--- config.mk ---
export PLATFORM = sky130hd
export DESIGN_NAME = link_flush_seq
export DESIGN_NICKNAME = d
export VERILOG_FILES = /design/src/rtl/lfs_pkg.sv /design/src/rtl/lfs_sync.sv /design/src/rtl/lfs_timer.sv /design/src/rtl/lfs_ctrl.sv /design/src/rtl/link_flush_seq.sv
export SDC_FILE = /design/constraint.sdc
export NUM_CORES = 1
export LEC_CHECK = 0
export ABC_AREA = 1
export BUFFER_PORTS_ARGS = -buffer_cell sky130_fd_sc_hd__buf_2
export CAP_MARGIN = 5
export CORE_UTILIZATION = 54
export DETAILED_ROUTE_END_ITERATION = 10
export GPL_TIMING_DRIVEN = 0
export MAX_ROUTING_LAYER = met4
export PLACE_DENSITY = 0.75
export SYNTH_ARGS = -nofsm -noshare
export SYNTH_HDL_FRONTEND = slang
export SYNTH_SLANG_ARGS = --single-unit
--- constraint.sdc ---
create_clock -name clk -period 1.9 [get_ports clk]
set_input_delay 0.19 -clock clk [delete_from_list [all_inputs] [get_ports clk]]
set_output_delay 0.19 -clock clk [all_outputs]
set_load 0.01 [all_outputs]
--- src/rtl/lfs_pkg.sv ---
// Shared types for the link flush sequencer.
// Assumes: one sequencer state register per instance.
package lfs_pkg;

    typedef enum logic [3:0] {
        ST_IDLE,      // P0, nothing in progress
        ST_FL_LO,     // flusher: waiting for peer clock low (P0->P1)
        ST_FL_HI,     // flusher: waiting for peer clock high (P2->P3)
        ST_FL_REL,    // flusher: count reached, waiting for P1 to raise data
        ST_FE_ENTRY,  // flushee: release data, decide on clock level
        ST_FE_HI,     // flushee: waiting for peer clock high (reach P3)
        ST_FE_SAMPLE, // flushee: let data settle, sample it in P3
        ST_FE_LO,     // flushee: waiting for peer clock low (P0->P1)
        ST_DONE       // one-cycle completion
    } lfs_state_e;

    // True in states that wait on a peer clock edge and may time out.
    function automatic logic lfs_is_edge_wait(lfs_state_e s);
        return (s == ST_FL_LO) || (s == ST_FL_HI) || (s == ST_FL_REL) ||
               (s == ST_FE_HI) || (s == ST_FE_LO);
    endfunction

endpackage

--- src/rtl/lfs_sync.sv ---
// Multi-bit, multi-stage synchronizer for asynchronous link lines.
// Assumes: each bit is independent (no bus coherency needed), STAGES >= 2.
module lfs_sync #(
    parameter int          WIDTH   = 2,
    parameter int          STAGES  = 2,
    parameter logic [WIDTH-1:0] RST_VAL = '1
) (
    input  logic             clk,
    input  logic             rst_n,
    input  logic [WIDTH-1:0] din,
    output logic [WIDTH-1:0] dout
);

    for (genvar b = 0; b < WIDTH; b++) begin : g_bit
        logic [STAGES-1:0] sh_q;

        // Shift the raw line through the flop chain, reset to idle level.
        always_ff @(posedge clk) begin
            if (!rst_n) sh_q <= {STAGES{RST_VAL[b]}};
            else        sh_q <= {sh_q[STAGES-2:0], din[b]};
        end

        assign dout[b] = sh_q[STAGES-1];
    end

endmodule

--- src/rtl/lfs_timer.sv ---
// Wait timer: counts cycles spent in one sequencer state, restarts on each
// state change, saturates at WAIT_LIMIT-1.
// Assumes: the controller only honours expiry in edge-wait states.
module lfs_timer #(
    parameter int WAIT_LIMIT = 4096,
    localparam int CW = $clog2(WAIT_LIMIT + 1)
) (
    input  logic          clk,
    input  logic          rst_n,
    input  logic          run_i,
    input  logic          clear_i,
    output logic [CW-1:0] cnt_o,
    output logic          expired_o
);

    localparam logic [CW-1:0] LAST = CW'(WAIT_LIMIT - 1);

    logic [CW-1:0] cnt_q;

    // Count cycles in the current state; clear on state change or idle.
    always_ff @(posedge clk) begin
        if (!rst_n || clear_i || !run_i) cnt_q <= '0;
        else if (cnt_q != LAST)          cnt_q <= cnt_q + 1'b1;
    end

    assign cnt_o     = cnt_q;
    assign expired_o = run_i && (cnt_q == LAST);

    p_cnt_bound_r8: assert property (@(posedge clk) disable iff (!rst_n)
        cnt_q <= LAST);

endmodule

--- src/rtl/lfs_ctrl.sv ---
// Flush sequencer control: flusher handshakes with data low, the data
// release in P1, flushee handshakes while the peer holds data low in P3,
// and timeout handling. All link outputs are registered.
// Assumes: clk_s_i/data_s_i are already synchronized; SETTLE covers the
// synchronizer latency after the data line is released.
module lfs_ctrl
    import lfs_pkg::*;
#(
    parameter int FLUSH_CYCLES = 36,
    parameter int SETTLE       = 4,
    parameter int CW           = 13,
    localparam int HW = $clog2(FLUSH_CYCLES + 1)
) (
    input  logic          clk,
    input  logic          rst_n,
    input  logic          start_i,
    input  logic          flushee_mode_i,
    input  logic          clk_s_i,
    input  logic          data_s_i,
    input  logic [CW-1:0] tmr_cnt_i,
    input  logic          tmr_exp_i,
    output logic          tmr_run_o,
    output logic          tmr_clear_o,
    output logic          ack_o,
    output logic          data_o,
    output logic          data_oe_o,
    output logic          done_o,
    output logic          timeout_o
);

    localparam logic [HW-1:0] HS_LAST = HW'(FLUSH_CYCLES - 1);

    lfs_state_e    state_q, state_d;
    logic [HW-1:0] hs_q, hs_d;
    logic          ack_q, ack_d;
    logic          dat_q, dat_d;
    logic          oe_q, oe_d;
    logic          to_q, to_d;

    // Next-state and next-output decision for the handshake sequence.
    always_comb begin
        state_d = state_q;
        hs_d    = hs_q;
        ack_d   = ack_q;
        dat_d   = dat_q;
        oe_d    = oe_q;
        to_d    = 1'b0;
        if (lfs_is_edge_wait(state_q) && tmr_exp_i) begin
            ack_d   = 1'b1;
            oe_d    = 1'b0;
            dat_d   = 1'b1;
            to_d    = 1'b1;
            state_d = ST_DONE;
        end else begin
            unique case (state_q)
                ST_IDLE: begin
                    ack_d = 1'b1;
                    oe_d  = 1'b0;
                    if (start_i) begin
                        if (flushee_mode_i) begin
                            state_d = ST_FE_ENTRY;
                        end else begin
                            oe_d    = 1'b1;
                            dat_d   = 1'b0;
                            hs_d    = '0;
                            state_d = ST_FL_LO;
                        end
                    end
                end
                ST_FL_LO: if (!clk_s_i) begin
                    ack_d   = 1'b0;
                    state_d = ST_FL_HI;
                end
                ST_FL_HI: if (clk_s_i) begin
                    ack_d   = 1'b1;
                    hs_d    = hs_q + 1'b1;
                    state_d = (hs_q == HS_LAST) ? ST_FL_REL : ST_FL_LO;
                end
                ST_FL_REL: if (!clk_s_i) begin
                    dat_d   = 1'b1;
                    state_d = ST_FE_ENTRY;
                end
                ST_FE_ENTRY: begin
                    oe_d    = 1'b0;
                    ack_d   = 1'b1;
                    state_d = clk_s_i ? ST_FE_SAMPLE : ST_FE_HI;
                end
                ST_FE_HI: if (clk_s_i) state_d = ST_FE_SAMPLE;
                ST_FE_SAMPLE: if (tmr_cnt_i >= CW'(SETTLE)) begin
                    ack_d   = 1'b1;
                    state_d = data_s_i ? ST_DONE : ST_FE_LO;
                end
                ST_FE_LO: if (!clk_s_i) begin
                    ack_d   = 1'b0;
                    state_d = ST_FE_HI;
                end
                ST_DONE: state_d = ST_IDLE;
                default: state_d = ST_IDLE;
            endcase
        end
    end

    // Register state, handshake count and every link-facing output.
    always_ff @(posedge clk) begin
        if (!rst_n) begin
            state_q <= ST_IDLE;
            hs_q    <= '0;
            ack_q   <= 1'b1;
            dat_q   <= 1'b1;
            oe_q    <= 1'b0;
            to_q    <= 1'b0;
        end else begin
            state_q <= state_d;
            hs_q    <= hs_d;
            ack_q   <= ack_d;
            dat_q   <= dat_d;
            oe_q    <= oe_d;
            to_q    <= to_d;
        end
    end

    assign tmr_run_o   = (state_q != ST_IDLE) && (state_q != ST_DONE) &&
                         (state_q != ST_FE_ENTRY);
    assign tmr_clear_o = (state_d != state_q);
    assign ack_o       = ack_q;
    assign data_o      = dat_q;
    assign data_oe_o   = oe_q;
    assign done_o      = (state_q == ST_DONE);
    assign timeout_o   = to_q;

    p_ack_fall_clk_low_r4: assert property (@(posedge clk) disable iff (!rst_n)
        $fell(ack_q) |-> !$past(clk_s_i));
    p_ack_rise_clk_high_r4: assert property (@(posedge clk) disable iff (!rst_n)
        $rose(ack_q) |-> ($past(clk_s_i) || to_q));
    p_flush_data_low_r2: assert property (@(posedge clk) disable iff (!rst_n)
        (state_q == ST_FL_LO || state_q == ST_FL_HI) |-> (oe_q && !dat_q));
    p_hs_bound_r3: assert property (@(posedge clk) disable iff (!rst_n)
        hs_q <= HW'(FLUSH_CYCLES));
    p_flushee_released_r6: assert property (@(posedge clk) disable iff (!rst_n)
        (state_q == ST_FE_HI || state_q == ST_FE_SAMPLE || state_q == ST_FE_LO)
        |-> !oe_q);
    p_done_pulse_r7: assert property (@(posedge clk) disable iff (!rst_n)
        done_o |=> !done_o);
    p_done_ack_high_r7: assert property (@(posedge clk) disable iff (!rst_n)
        done_o |-> (ack_q && !oe_q));
    p_timeout_with_done_r8: assert property (@(posedge clk) disable iff (!rst_n)
        timeout_o |-> done_o);

endmodule

--- src/rtl/link_flush_seq.sv ---
// Top of the three-wire link flush sequencer: synchronizes the peer clock
// and data lines, times each edge wait, and runs the flush control.
// Assumes: the data line is pulled high when nobody drives it; the link
// clock is slow relative to clk (each phase lasts several clk cycles).
module link_flush_seq #(
    parameter int FLUSH_CYCLES = 36,
    parameter int WAIT_LIMIT   = 4096,
    parameter int SYNC_STAGES  = 2
) (
    input  logic clk,
    input  logic rst_n,
    input  logic start_i,
    input  logic flushee_mode_i,
    input  logic link_clk_i,
    input  logic link_data_i,
    output logic ack_o,
    output logic data_o,
    output logic data_oe_o,
    output logic done_o,
    output logic timeout_o
);

    localparam int CW     = $clog2(WAIT_LIMIT + 1);
    localparam int SETTLE = SYNC_STAGES + 2;

    logic [1:0]    sync_out;
    logic [CW-1:0] tmr_cnt;
    logic          tmr_exp, tmr_run, tmr_clear;

    lfs_sync #(.WIDTH(2), .STAGES(SYNC_STAGES), .RST_VAL(2'b11)) u_sync (
        .clk  (clk),
        .rst_n(rst_n),
        .din  ({link_data_i, link_clk_i}),
        .dout (sync_out)
    );

    lfs_timer #(.WAIT_LIMIT(WAIT_LIMIT)) u_timer (
        .clk      (clk),
        .rst_n    (rst_n),
        .run_i    (tmr_run),
        .clear_i  (tmr_clear),
        .cnt_o    (tmr_cnt),
        .expired_o(tmr_exp)
    );

    lfs_ctrl #(.FLUSH_CYCLES(FLUSH_CYCLES), .SETTLE(SETTLE), .CW(CW)) u_ctrl (
        .clk           (clk),
        .rst_n         (rst_n),
        .start_i       (start_i),
        .flushee_mode_i(flushee_mode_i),
        .clk_s_i       (sync_out[0]),
        .data_s_i      (sync_out[1]),
        .tmr_cnt_i     (tmr_cnt),
        .tmr_exp_i     (tmr_exp),
        .tmr_run_o     (tmr_run),
        .tmr_clear_o   (tmr_clear),
        .ack_o         (ack_o),
        .data_o        (data_o),
        .data_oe_o     (data_oe_o),
        .done_o        (done_o),
        .timeout_o     (timeout_o)
    );

endmodule

==> summary.txt, run 1 <==
Synth
  • Cell taking the most area after synthesis: dfxtp_1
  • Most used DFF post-synth: dfxtp_1
  • Number of flops mapped to enable cells by yosys: 0
  • Flops & latches, synth: 31
  • Post-Syn Area: around 0.0018 mm^2
  • Ys async rst share: 0%
  • Post-synth cell types: 34
  • Synth Instances: about 250
  • Top post-synthesis cells by area: dfxtp_1, nand2_1, nor2_1
  • Syn_area_per_cell: about 7.2 um^2
  • Post-synthesis sequential area ratio: around 35%
  • Syn nets: around 260
  • Share of the synthesized area in the top cell type: roughly a third
  • Warnings, synthesis: 0

Worst hold path
  • Hold Path Class: input port to register
  • Hold Path Origin: link_data_i
  • Min-Delay Endpoint: u_sync.g_bit[1].sh_q[0]
  • Hold Crit Depth: 2

Floorplan
  • Core area: between 0.003 and 0.004 mm^2
  • Die width: 59.6 um
  • Chip Height: 59.6 um
  • Initial Utilization: around 58%
  • Rows: 20
  • Die area: ~0.0036 mm^2
  • Ports: 11

Critical path
  • CP endpoint kind: register
  • CP Launch Type: register
  • Crit path max-delay family: simple AND/OR/NAND/NOR gates
  • RR Endpoint: u_timer.cnt_o[5]
  • Crit path DAT: between 2 and 2.5 ns
  • Slowest CP cell: dfxtp_4
  • Worst reg-to-reg setup slack: 0.07 ns
  • Most Frequent Cell on Critical Path: nand3_1
  • Reg2reg start: u_timer.cnt_o[1]
  • CP max stage delay: 0.39 ns
  • Crit path buf inv count: 2
  • Crit path max fanout: 5
  • Crit-path cells: ha_4 > inv_2 > nor2_4 > nand2_4 > nor2_1 > nand3_1 > nand3_1 > nor2_2 > nand3_4 > bufbuf_16 > nor3_2
  • CP Class: register to register
  • Reg2reg path depth: 11
  • Data required time of the worst path: 2.14 ns

STA
  • Worst slew pin tran: 0.479 ns
  • Final-report setup violation count: 0
  • Rel. slew slack: approximately 68%
  • Achievable Freq: ~550 MHz
  • Period Utilization, post-route: a little over nine tenths
  • Hold Fails Final Rpt: 0
  • Clock Skew: 0.00442 ns
  • Min Tclk post-route: roughly 1.8 ns
  • Min Hold Slack: 0.0280 ns
  • Slew Viols, Final: 0

GRT
  • Initial antenna violation count: 0
  • M2 GR Usage: between 30 and 40%
  • Global-route wire length before repair: about 6700 um
  • Vias in the first global route: 1475
  • Overflow after GRT: 0
  • Met1 GRT Util: between 30% and 40%
  • Global-route met3 utilization: under 10%
  • GR peak layer: met2
  • Largest net degree at the start of global routing: 11
  • Gr usage total: 26.5%

Power
  • Switching share of power: 32.3%
  • Cell-internal power: 1040 uW
  • Total leakage power: 0.000897 uW
  • Max IR drop VDD: between 0.0005 and 0.0006 V
  • Clk network pwr share: between 20 and 30%
  • Pwr/cell area: roughly 700 mW/mm^2
  • Sequential share of power: around 46%
  • Psw: around 500 uW
  • Comb pwr share: 25.1%

Drt
  • Post-DR wirelength/cell: around 13 um
  • Drt pass-1 iters: 4
  • 1st-iter DRT viols: around 160
  • Via count: 1713
  • Final WL: 4200 um
  • DR vias/cell: roughly 5.3
  • DRT antenna net count: 0
  • DR DRC count: 0

Layout
  • Area Growth Syn to Fin: 21.8%
  • Ant diodes: 0
  • Seq. cell area: roughly 640 um^2
  • NumNets Final: between 200 and 300
  • Final Instance Area: approximately 0.0022 mm^2
  • # fillers: 276
  • Multi-input gate area: 0.00111 mm^2
  • Share of cells above drive strength 1: around 31%

Clock tree
  • Worst-path clk slew: ~0.090 ns
  • Clk root buf: clkbuf_4
  • Skew-Pair Late Insertion Delay: approximately 0.34 ns
  • CTS max path bufs: 2
  • TritonCTS clock tree: yes
  • Clock sinks: 31
  • CTS HTree Levels: 2
  • Inserted Clock Buffers: 5

Status
  • Run status: finished, final reports clean

Place
  • Placer Congestion: 0.931
  • Dpl hpwl: 2720 um
  • IO Port Bufs: 10
  • Post-Place Cell Area: 0.00190 mm^2

Flow run
  • Maxcap violations: 0
==> cells by family (layout without fill, tap and decap cells) <==
| group | count (synthesis) | count (layout) | share of synthesized area, % |
|---|---|---|---|
| xor+xnor | 13 | 13 | 6.35 |
| fa+ha+maj | 3 | 3 | 2.09 |
| simple gates | 148 | 148 | 42.8 |
| compound gates | 19 | 19 | 6.14 |
| flops | 31 | 31 | 34.6 |
| buf+inv | 34 | 63 | 8.02 |
==> per-layer routing <==
metal,vias to the layer above,wire length [um]
met5,-,0
met4,0,76
met3,12,177
met2,40,1950
met1,789,1990
li1,872,-
==> registers in the layout (all words and copies together), names as in the netlist <==
signal and count:
u_ctrl.timeout_o 1, u_ctrl.data_oe_o 1, u_ctrl.hs_q 6, u_timer.cnt_o 13, u_ctrl.data_o 1, u_sync.g_bit.sh_q 4
u_ctrl.state_q 4, u_ctrl.ack_o 1
==> through the flow <==
step	power [uW]	TNS (ns)	setup WS, ns	util (%)	std cells
after CTS	1500	0	0.000951	66.5	314
after global routing	1620	-0.149	-0.0360	70.4	321
after global placement	1020	-3.48	-0.309	61.2	302
after detailed placement	1030	-4.36	-0.358	61.2	302
after floorplan	955	0	0.0296	-	248
final	1540	0	0.0663	70.4	321
==> layout by cell type, fill, tap and decap left out, drive strengths merged <==
master / n
a211oi: 1
a21oi: 7
a41oi: 1
buf: 22
bufbuf: 1
clkbuf: 10
dfxtp: 31
ha: 3
inv: 30
nand2: 46
nand3: 25
nand4: 7
nor2: 40
nor3: 21
nor4: 3
o211ai: 1
o21a: 1
o21ai: 6
o21bai: 1
o22ai: 1
or2: 6
xnor2: 2
xor2: 11
==> layout make-up <==
type                       count  share of cell area [%]
timing repair buffer          21                    7.22
multi-input combinational    183                    50.9
sequential                    31                    29.2
inverter                      30                    5.27
tap                           44                    2.52
buffer                         4                    1.72
clock buffer                   8                    3.15
==> how the worst max path moves through the flow <==
stage | startpoint | endpoint | slack (ns) | depth (start not counted)
detailed placement | u_timer.cnt_o[0] | u_timer.cnt_o[12] | -0.36 | 11
global placement | u_timer.cnt_o[0] | u_timer.cnt_o[2] | -0.31 | 11
global route | u_timer.cnt_o[11] | u_timer.cnt_o[0] | -0.04 | 11
CTS | u_timer.cnt_o[1] | u_timer.cnt_o[6] | 0.001 | 11
finish | u_timer.cnt_o[1] | u_timer.cnt_o[5] | 0.07 | 11
floorplan | u_timer.cnt_o[0] | u_timer.cnt_o[5] | 0.03 | 11
==> synth_stat cells (4+ instances only) <==
master / instances
nand3_1: 22
o21ai_0: 6
xor2_1: 11
nor3_1: 10
or2_2: 4
nand4_1: 7
inv_2: 4
nor2_1: 36
nor3_2: 10
dfxtp_1: 31
inv_1: 26
a21oi_1: 7
nand2_1: 42
==> power groups by stage <==
stage               Combinational, uW  Sequential (uW)  Clock (uW)
detailed placement                307              719           0
floorplan                         240              715           0
finish                            387              705         451
global route                      423              710         483
global placement                  303              717           0
CTS                               347              702         455
==> what timing repair did <==
item | 4_1_cts | 5_1_grt
setup endpoints to repair | 21 | 14
hold buffers | 0 | 0
setup buffers | 3 | 7
gates resized for setup | 10 | 28
gates cloned | 1 | 0
pin swaps | 1 | 6
Power figures use the tool's default switching activity.
==> run 2, diff against run 1 <==
--- a/config.mk
+++ b/config.mk
@@ -15,4 +15,5 @@
 export PLACE_DENSITY = 0.75
 export SYNTH_ARGS = -nofsm -noshare
 export SYNTH_HDL_FRONTEND = slang
+export SYNTH_HIERARCHICAL = 1
 export SYNTH_SLANG_ARGS = --single-unit
==> run 2 against run 1 <==
Routed wire length shrank 5.0%. First-iteration DRC count shrank 42%. Critical path type unchanged. Clock skew grew 0.0057 ns. Utilization grew 0.60 points. Highest routed layer unchanged. Maximum frequency shrank 11%. Clock power grew 22%. The flow now finishes with violations (setup timing). Sequential share of layout area shrank 0.14 points. Sequential power grew 0.6%. Die area is the same.
==> summary.txt, run 2 <==
Clock tree
  • Clk root buf: clkbuf_4 (unchanged)
  • Inserted Clock Buffers: 5 (unchanged)
  • Hold buffers post-CTS: 0 (unchanged)
  • Skew-Pair Late Insertion Delay: 0.33 ns (was 0.34 ns)
  • Clock sinks: 31 (unchanged)
  • Worst-path clk slew: 0.11 ns (was 0.09 ns)
  • CTS HTree Levels: 2 (unchanged)
  • TritonCTS clock tree: yes (unchanged)
  • CTS max path bufs: 2 (unchanged)

Drt
  • Final WL: 3990 um (was 4200 um)
  • Via count: 1781 (was 1713)
  • Post-DR wirelength/cell: 11.7 um (was 13.1 um)
  • DR DRC count: 0 (unchanged)
  • DRT antenna net count: 0 (unchanged)
  • Drt pass-1 iters: 4 (unchanged)
  • DR vias/cell: 5.24 (was 5.34)
  • 1st-iter DRT viols: 90 (was 155)

Synth
  • Warnings, synthesis: 6 (was 0)
  • Most used DFF post-synth: dfxtp_1 (unchanged)
  • Number of flops mapped to enable cells by yosys: 0 (unchanged)
  • Syn_area_per_cell: 6.77 um^2 (was 7.23 um^2)
  • Syn nets: 273 (was 257)
  • Post-synth cell types: 34 (unchanged)
  • Post-Syn Area: 0.00179 mm^2 (unchanged)
  • Ys async rst share: 0% (unchanged)
  • Flops & latches, synth: 31 (unchanged)
  • Top post-synthesis cells by area: dfxtp_1, nand2_1, nor2_1 (unchanged)
  • Share of the synthesized area in the top cell type: 34.6% (unchanged)
  • Synth Instances: 265 (was 248)
  • Cell taking the most area after synthesis: dfxtp_1 (unchanged)
  • Post-synthesis sequential area ratio: 34.6% (unchanged)
  • Post-synth top cells: nand2_1, nor2_1, dfxtp_1 (unchanged)
  • Most frequent cell after synthesis: nand2_1 (unchanged)

Place
  • Dpl hpwl: 2670 um (was 2720 um)
  • IO Port Bufs: 10 (unchanged)
  • Placed Cells incl. Taps: 319 (was 302)
  • Worst slack, placed: -0.475 ns (was -0.358 ns)
  • Post-Place Cell Area: 0.00193 mm^2 (was 0.00190 mm^2)
  • Placer Congestion: 0.915 (was 0.931)

GRT
  • Overflow after GRT: 0 (unchanged)
  • Largest net degree at the start of global routing: 11 (unchanged)
  • Gr usage total: 25.7% (was 26.5%)
  • Vias in the first global route: 1598 (was 1475)
  • Initial antenna violation count: 0 (unchanged)
  • Global-route wire length before repair: 6690 um (was 6670 um)

Worst hold path
  • Hold Path Class: input port to register (unchanged)

Layout
  • Non-Filler Instances: 340 (was 321)
  • Max FFs per register: 13 (unchanged)
  • NumNets Final: 303 (was 285)
  • Seq. cell area: 641 um^2 (was 638 um^2)
  • Area Growth Syn to Fin: 22.9% (was 21.8%)
  • Most common cell after layout, fill and taps aside: nand2_1 (unchanged)
  • # fillers: 283 (was 276)
  • Share of cells above drive strength 1: 29.4% (was 31.0%)
  • Multi-input gate area: 0.00110 mm^2 (was 0.00111 mm^2)
  • Final Instance Area: 0.00220 mm^2 (was 0.00218 mm^2)
  • Ant diodes: 0 (unchanged)
  • Commonest cells after routing, fill and taps aside: nand2_1, nor2_1, nand3_1 (was nand2_1, nor2_1, inv_1)

Critical path
  • Worst setup endpoint: u_timer/cnt_o[7] (was u_timer.cnt_o[5])
  • Crit path DAT: 2.32 ns (was 2.08 ns)
  • CP Class: register to register (unchanged)
  • Crit path from: u_timer/cnt_o[0] (was u_timer.cnt_o[1])
  • Reg2reg path depth: 13 (was 11)
  • Crit path max fanout: 8 (was 5)
  • Worst reg-to-reg setup slack: -0.16 ns (was 0.07 ns)
  • CP Launch Type: register (unchanged)
  • Reg2reg start: u_timer/cnt_o[0] (was u_timer.cnt_o[1])
  • Data required time of the worst path: 2.16 ns (was 2.14 ns)
  • CP endpoint kind: register (unchanged)
  • RR Endpoint: u_timer/cnt_o[7] (was u_timer.cnt_o[5])

STA
  • Final-report setup violation count: 13 (was 0)
  • Hold Fails Final Rpt: 0 (unchanged)
  • Slew Viols, Final: 0 (unchanged)
  • Setup TNS: -1.56 ns (was 0 ns)
  • Min Tclk post-route: 2.06 ns (was 1.83 ns)
  • RSZ-0062 raised after global routing: true
  • Clock Skew: 0.0101 ns (was 0.00442 ns)
  • Worst slew pin tran: 0.459 ns (was 0.479 ns)
  • Rel. slew slack: 69.2% (was 68.1%)
  • Achievable Freq: 486 MHz (was 545 MHz)
  • Period Utilization, post-route: 108% (was 96.5%)
  • Final worst setup slack: -0.157 ns (was 0.0663 ns)

Floorplan
  • Die area: 0.00355 mm^2 (unchanged)
  • Core area: 0.00310 mm^2 (unchanged)
  • Rows: 20 (unchanged)
  • Die width: 59.6 um (unchanged)
  • Ports: 11 (unchanged)
  • Chip Height: 59.6 um (unchanged)
  • Initial Utilization: 57.8% (unchanged)

Power
  • Max IR drop VDD: 0.000599 V (was 0.000519 V)
  • Pwr/cell area: 803 mW/mm^2 (was 706 mW/mm^2)
  • Total leakage power: 0.00102 uW (was 0.000897 uW)

Flow run
  • Maxcap violations: 0 (unchanged)

Status
  • Run status: finished with violations (was finished, final reports clean)
  • Violated checks: setup timing
run 2: cell count changes in the layout (fill, tap and decap cells not counted), sizes merged, moves of 3 or more:
cell / previous run / this run
xor2: 11 / 1
nand2: 46 / 67
or2: 6 / 2
clkbuf: 10 / 6
buf: 22 / 27
o21ai: 6 / 10
nand3: 25 / 32
a31oi: 0 / 6
nand3b: 0 / 4
a21oi: 7 / 13
nor3: 21 / 5
nor2: 40 / 43
run 2: worst min-delay path by stage:
stage	start	endpoint	slack [ns]	depth (start not counted)
floorplan	rst_n	u_sync/g_bit[0].sh_q[0]	0.26	1
global placement	link_clk_i	u_sync/g_bit[0].sh_q[0]	0.36	3
detailed placement	link_clk_i	u_sync/g_bit[0].sh_q[0]	0.37	3
CTS	link_clk_i	u_sync/g_bit[0].sh_q[0]	0.02	3
global route	link_clk_i	u_sync/g_bit[0].sh_q[0]	0.02	3
finish	link_clk_i	u_sync/g_bit[0].sh_q[0]	0.03	3
run 2: power by group:
group,total (uW),internal (uW),switching (uW)
logic,512,189,323
clock network,548,311,237
registers,709,681,27.4
total,1770,1180,587
run 2: repair_timing:
item / CTS / global route
setup buffers: 9 / 4
pin swaps: 7 / 4
setup endpoints to repair: 19 / 19
gates resized for setup: 11 / 25
run 2: critical path, cell delays in order (launching register included):
cell and delay [ns]:
dfxtp_4 0.37, ha_4 0.15, nand3_4 0.09, nor3_4 0.16
nand3b_1 0.13, nor2_2 0.17, nand3_4 0.12, nand2_2 0.11
nor2_2 0.04, nor2_1 0.13, nand3_2 0.14, nor2_8 0.15
inv_4 0.08, a31oi_1 0.14
run 2: through the flow:
stage	utilization [%]	power, uW	hold WS (ns)
2_1_floorplan	-	1060	0.259
3_3_place_gp	62.1	1140	0.359
3_5_place_dp	62.1	1140	0.366
4_1_cts	67.9	1720	0.0165
5_1_grt	71.0	1870	0.0232
6_report	71.0	1770	0.0331
run 2: cells by family (layout without fill, tap and decap cells):
logic type               count (synthesis)  in the layout  synth area share, %
AND/OR/NAND/NOR                        164            164                 44.8
buffers and inverters                   36             67                 9.07
flip-flops                              31             31                 34.6
XOR/XNOR                                 2              2                0.977
adder cells (fa/ha/maj)                  2              2                 1.40
AO/OA/AOI/OAI                           30             30                 9.14
run 2: layout make-up:
cell class                 count  share of cell area [%]
timing repair buffer          23                    7.04
clock buffer                   6                    2.33
clock inverter                 2                    1.59
multi-input combinational    198                    50.0
buffer                         4                    1.70
inverter                      32                    5.79
tap                           44                    2.50
sequential                    31                    29.1
run 2: per-layer routing:
| layer | wire length (um) | global-route usage, % | part of all wire (%) | up-vias |
|---|---|---|---|---|
| met5 | 0 | - | 0 | - |
| met4 | 28 | 9.63 | 0.70 | 0 |
| met3 | 172 | 5.68 | 4.3 | 4 |
| met2 | 1850 | 40.4 | 46 | 36 |
| met1 | 1940 | 32.2 | 49 | 811 |
| li1 | - | - | - | 930 |
